`config.mk`:
```
export PLATFORM = sky130hd
export DESIGN_NAME = lpm_clock_gate_ctrl
export DESIGN_NICKNAME = d
export VERILOG_FILES = /design/src/rtl/lpm_pkg.sv /design/src/rtl/lpm_gate_decode.sv /design/src/rtl/lpm_seq_fsm.sv /design/src/rtl/lpm_clock_gate_ctrl.sv
export SDC_FILE = /design/constraint.sdc
export NUM_CORES = 1
export LEC_CHECK = 0
export BUFFER_PORTS_ARGS = -buffer_cell sky130_fd_sc_hd__buf_4
export CORE_AREA = 2 2 39 41
export CTS_BUF_LIST = sky130_fd_sc_hd__clkbuf_16
export DETAILED_ROUTE_END_ITERATION = 16
export DIE_AREA = 0 0 41 43
export PLACE_DENSITY = 0.68
export SYNTH_ARGS = -nofsm -noshare
export SYNTH_HDL_FRONTEND = slang
export SYNTH_SLANG_ARGS = --single-unit
```
`constraint.sdc`:
```
create_clock -name clk -period 3.4 [get_ports clk]
set_input_delay 0.17 -clock clk [delete_from_list [all_inputs] [get_ports clk]]
set_output_delay 0.17 -clock clk [all_outputs]
set_load 0.05 [all_outputs]
```
`src/rtl/lpm_pkg.sv`:
```
package lpm_pkg;

    localparam int MODE_W    = 3;
    localparam int NUM_MODES = 6;
    localparam int GATE_W    = 6;

    typedef enum logic [MODE_W-1:0] {
        MODE_ACTIVE = 3'd0,
        MODE_LP0    = 3'd1,
        MODE_LP1    = 3'd2,
        MODE_LP2    = 3'd3,
        MODE_LP3    = 3'd4,
        MODE_LP4    = 3'd5
    } lpm_mode_e;

    typedef enum logic [1:0] {
        ST_RUN     = 2'd0,
        ST_SERVICE = 2'd1,
        ST_RESTORE = 2'd2
    } seq_state_e;

    typedef struct packed {
        logic cpu;
        logic mclk;
        logic smclk;
        logic aclk;
        logic dcgen;
        logic xosc;
    } gate_en_t;

    function automatic logic code_is_valid(input logic [MODE_W-1:0] code);
        return (int'(code) < NUM_MODES);
    endfunction

endpackage

```
`src/rtl/lpm_gate_decode.sv`:
```
module lpm_gate_decode
    import lpm_pkg::*;
(
    input  lpm_mode_e mode,
    input  logic      dco_busy,
    output gate_en_t  gates
);

    always_comb begin
        gates = '{default: 1'b1};
        unique case (mode)
            MODE_ACTIVE: gates = '{default: 1'b1};
            MODE_LP0: begin
                gates.cpu  = 1'b0;
                gates.mclk = 1'b0;
            end
            MODE_LP1: begin
                gates.cpu   = 1'b0;
                gates.mclk  = 1'b0;
                gates.dcgen = dco_busy;
            end
            MODE_LP2: begin
                gates.cpu   = 1'b0;
                gates.mclk  = 1'b0;
                gates.smclk = 1'b0;
            end
            MODE_LP3: begin
                gates.cpu   = 1'b0;
                gates.mclk  = 1'b0;
                gates.smclk = 1'b0;
                gates.dcgen = 1'b0;
            end
            MODE_LP4: gates = '{default: 1'b0};
            default:  gates = '{default: 1'b1};
        endcase
    end

endmodule

```
`src/rtl/lpm_seq_fsm.sv`:
```
module lpm_seq_fsm
    import lpm_pkg::*;
(
    input  logic              clk,
    input  logic              rst_n,
    input  logic              mode_wr,
    input  logic [MODE_W-1:0] mode_code,
    input  logic              wake,
    input  logic              irq_ret,
    output lpm_mode_e         eff_mode,
    output logic              in_isr
);

    seq_state_e state_q, state_d;
    lpm_mode_e  cur_q, cur_d;
    lpm_mode_e  saved_q, saved_d;
    logic       wr_ok;

    assign wr_ok = mode_wr && code_is_valid(mode_code);

    always_ff @(posedge clk or negedge rst_n) begin
        if (!rst_n) begin
            state_q <= ST_RUN;
            cur_q   <= MODE_ACTIVE;
            saved_q <= MODE_ACTIVE;
        end else begin
            state_q <= state_d;
            cur_q   <= cur_d;
            saved_q <= saved_d;
        end
    end

    always_comb begin
        state_d = state_q;
        cur_d   = cur_q;
        saved_d = saved_q;
        unique case (state_q)
            ST_RUN: begin
                if (wake) begin
                    saved_d = cur_q;
                    cur_d   = MODE_ACTIVE;
                    state_d = ST_SERVICE;
                end else if (wr_ok) begin
                    cur_d = lpm_mode_e'(mode_code);
                end
            end
            ST_SERVICE: begin
                if (wr_ok) saved_d = lpm_mode_e'(mode_code);
                if (irq_ret) state_d = ST_RESTORE;
            end
            ST_RESTORE: begin
                if (wr_ok) saved_d = lpm_mode_e'(mode_code);
                if (wake) begin
                    state_d = ST_SERVICE;
                end else begin
                    cur_d   = saved_d;
                    state_d = ST_RUN;
                end
            end
            default: begin
                state_d = ST_RUN;
                cur_d   = MODE_ACTIVE;
            end
        endcase
    end

    assign eff_mode = cur_q;
    assign in_isr   = (state_q != ST_RUN);

    assert_wake_saves_R9: assert property (@(posedge clk) disable iff (!rst_n)
        (state_q == ST_RUN && wake) |=>
            (state_q == ST_SERVICE && cur_q == MODE_ACTIVE && saved_q == $past(cur_q)));

    assert_restore_applies_R10: assert property (@(posedge clk) disable iff (!rst_n)
        (state_q == ST_RESTORE && !wake && !mode_wr) |=>
            (state_q == ST_RUN && cur_q == $past(saved_q)));

    assert_bad_code_ignored_R8: assert property (@(posedge clk) disable iff (!rst_n)
        (state_q == ST_RUN && !wake && mode_wr && !code_is_valid(mode_code)) |=> $stable(cur_q));

    assert_stray_ret_ignored_R12: assert property (@(posedge clk) disable iff (!rst_n)
        (state_q == ST_RUN && !wake && !mode_wr && irq_ret) |=>
            ($stable(cur_q) && state_q == ST_RUN));

    assert_isr_write_held_R11: assert property (@(posedge clk) disable iff (!rst_n)
        (state_q == ST_SERVICE && !irq_ret) |=> (cur_q == MODE_ACTIVE && state_q == ST_SERVICE));

endmodule

```
`src/rtl/lpm_clock_gate_ctrl.sv`:
```
module lpm_clock_gate_ctrl
    import lpm_pkg::*;
(
    input  logic       clk,
    input  logic       rst_n,
    input  logic       mode_wr,
    input  logic [2:0] mode_code,
    input  logic       wake_req,
    input  logic       irq_ret,
    input  logic       dco_busy_active,
    output logic       cpu_en,
    output logic       mclk_en,
    output logic       smclk_en,
    output logic       aclk_en,
    output logic       dcgen_en,
    output logic       xosc_en
);

    lpm_mode_e eff_mode;
    logic      in_isr;
    gate_en_t  gates;

    lpm_seq_fsm u_seq (
        .clk       (clk),
        .rst_n     (rst_n),
        .mode_wr   (mode_wr),
        .mode_code (mode_code),
        .wake      (wake_req),
        .irq_ret   (irq_ret),
        .eff_mode  (eff_mode),
        .in_isr    (in_isr)
    );

    lpm_gate_decode u_dec (
        .mode     (eff_mode),
        .dco_busy (dco_busy_active),
        .gates    (gates)
    );

    assign cpu_en   = gates.cpu;
    assign mclk_en  = gates.mclk;
    assign smclk_en = gates.smclk;
    assign aclk_en  = gates.aclk;
    assign dcgen_en = gates.dcgen;
    assign xosc_en  = gates.xosc;

    assert_isr_all_on_R9: assert property (@(posedge clk) disable iff (!rst_n)
        in_isr |-> (cpu_en && mclk_en && smclk_en && aclk_en && dcgen_en && xosc_en));

    assert_lp4_dark_R7: assert property (@(posedge clk) disable iff (!rst_n)
        (eff_mode == MODE_LP4) |-> !(cpu_en || mclk_en || smclk_en || aclk_en || dcgen_en || xosc_en));

    assert_cpu_with_mclk_R3: assert property (@(posedge clk) disable iff (!rst_n)
        cpu_en == mclk_en);

    assert_smclk_needs_aclk_R5: assert property (@(posedge clk) disable iff (!rst_n)
        smclk_en |-> aclk_en);

endmodule

```
==> impl_results.md <==
* CTS Buf Count at 3
* # port buffers at 14
* N_diodes at 0
* Maximum fanout along the worst path at 6
* Reg-to-Reg Start: u_seq.state_q[0]
* Worst setup EP type: register
* Yosys warnings at 0
* Std cell rows at 14
* Fin Hold WS at 241 ps
* Distinct cell type count after synthesis at 25
* Setup_tns at 0 ps
* GPL Wtd Cong at 0.821
* CTS clk-pin slew, worst paths at 40 ps
* Setup crit start kind: register
* DR iter-0 viols at 6
* Root Driver: clkbuf_16
* Total track usage at 18.2%
* Most common cell after layout, fill and taps aside: buf_4
* Post-cts resize count at 0
* Hold Path Stages at 3
* DRT Pass-1 Iters at 4
* Slew Limit Fails at 0
* Finished Core Util at 56.1%
* Height of the chip at 43 um
* Synthesized net count at 78
* Dpl ws at 1830 ps
* Setup Skew at 0.665 ps
* DRC at 0
* Routed wire length per instance at 13.4 um
* PD cells at 1150 nW/um2
* Tcrit/Tclk final at 46.0%
* Vias in the first global route at 480
* P&R area growth vs syn at 33.5%
* Mean Syn Cell Area at 9.09 um2
* Post-CTS Setup Bufs at 0
* Nets at 96
* Synth Instances at 64
* ANT nets after route at 0
* Area of the core at 1380 um2
* Critical Path Start: u_seq.state_q[0]
* Area share of the largest cell type after synthesis at 34.4%
* Status: finished clean
* DR vias at 532
* Fin. Hold Viols at 0
* PnR worst setup slack at 1840 ps
* WP data arrival at 1670 ps
* CTS Sinks at 8
* Final setup fails at 0
* Min cycle time layout at 1560 ps
* Post-synthesis sequential area ratio at 34.4%
* Most area-consuming cells after synthesis: dfrtp_1 34%, ha_1 11%, a21oi_1 7.7%, o2bb2ai_1 4.5%, nor2b_1 4.3%
* Fmax at 640 MHz
* CTS Buffer Depth at 2
* Worst skew pair latency at 230 ps
* Reg2reg end: u_seq.saved_q[0]
* Post-synth EDFFs at 0
* R2r worst-path depth at 5
* Largest net degree at the start of global routing at 9
* Finished Layout Cells at 96
* Ys async rst share at 100%
* Post-DP HPWL at 986 um
* Static Leakage at 0.360 nW
* CTS H-tree lvls at 1
* Slew HR at 77.9%
* Via/cell ratio at 5.54
* Initial antenna violation count at 0
* CTS tree: yes
* R2r setup slk at 1840 ps
* Share of cells above drive strength 1 at 28.7%
* Drt total wl at 1.29 mm
* Worst vdd ir at 0.000428 V
* Post-synth top area cell: dfrtp_1
* Filler instances at 129
* CP required at 3510 ps
* Starting Density at 42.0%
* Crit path to: u_seq.saved_q[0]
* Die width at 41 um
* Dpl cells at 92
* Seq cells post-synth at 8
* Ports at 15
* RSZ-0062 raised after global routing: false
* First-pass GRT wire length at 2.06 mm
* Grt ovf at 0
* Mapped Area at 582 um2
* Most frequent cells in the layout: 14 x buf_4, 9 x a21oi_1, 8 x dfrtp_1
* Worst Hold Class: input port to register
* Max_cap viols at 0
* Commonest register cell after synthesis: dfrtp_1
* Full die area at 1760 um2
* Transition time at the pin with the least slew margin at 329 ps
* WS Path Type: register to register
-- registers in the layout, indices dropped and copies added, names as in the netlist --
register / count
u_seq.eff_mode: 3
u_seq.saved_q: 3
u_seq.state_q: 2
-- through the flow --
stage,total power [W],cell area (um2)
final,0.000897,777
after global placement,0.000689,692
after detailed placement,0.000697,692
after global routing,0.000962,777
after floorplan,0.000584,582
after CTS,0.000902,777
-- synthesized netlist by cell type, types with 2 or more instances --
| master | number |
|---|---|
| buf_4 | 2 |
| o22ai_1 | 2 |
| nor2_1 | 2 |
| o2bb2ai_1 | 3 |
| ha_1 | 5 |
| o21ai_0 | 4 |
| inv_1 | 3 |
| o22a_2 | 2 |
| nand2_1 | 6 |
| a21o_1 | 2 |
| nor2b_1 | 4 |
| a21oi_1 | 9 |
| dfrtp_1 | 8 |
-- worst min-delay path by stage --
stage / slack (ps) / to / from
after floorplan: -130 / u_seq.eff_mode[0] / rst_n
after global placement: -6 / u_seq.state_q[1] / rst_n
after detailed placement: -7 / u_seq.state_q[0] / rst_n
after CTS: 240 / u_seq.state_q[0] / wake_req
after global routing: 260 / u_seq.state_q[0] / wake_req
final: 240 / u_seq.state_q[0] / wake_req
-- critical path, cell delays in order (launching register included) --
cell	delay (ps)
dfrtp_1	400
inv_1	80
ha_1	360
or3_1	410
o22ai_1	140
a21oi_1	50
-- where the power goes --
part           internal (W)  switching [W]  total [W]
clock              0.000152      0.0000457   0.000197
sequential         0.000145      0.0000554   0.000200
combinational      0.000190       0.000309   0.000499
total              0.000486       0.000411   0.000897
-- timing repair --
item / in CTS / in global routing
hold endpoints to repair: 8 / 0
endpoints found under the setup margin: 0 / 0
hold buffers: 1 / 0
-- cells by family after synthesis --
family | after synthesis | synth area share, %
compound gates | 27 | 32.0
simple gates | 18 | 16.3
flops | 8 | 34.4
buf+inv | 5 | 4.52
fa+ha+maj | 5 | 10.8
mux | 1 | 1.94
-- per-layer routing --
layer	GRT usage [%]	share of wire, %	vias to the layer above
met3	1.57	3.8	4
met4	12.0	2.3	0
li1	-	-	264
met5	0	0	-
met2	27.8	52	13
met1	22.9	42	251
-- cell type report --
type / count / area, um2 / area share, %
repair buffers: 15 / 115 / 14.8
clock buffers: 3 / 75.1 / 9.66
inverters: 3 / 11.3 / 1.45
well taps: 16 / 20.0 / 2.58
flip-flops and latches: 8 / 200 / 25.8
multi-input cells: 51 / 355 / 45.7
No activity file was read; power rests on OpenSTA's default activity.
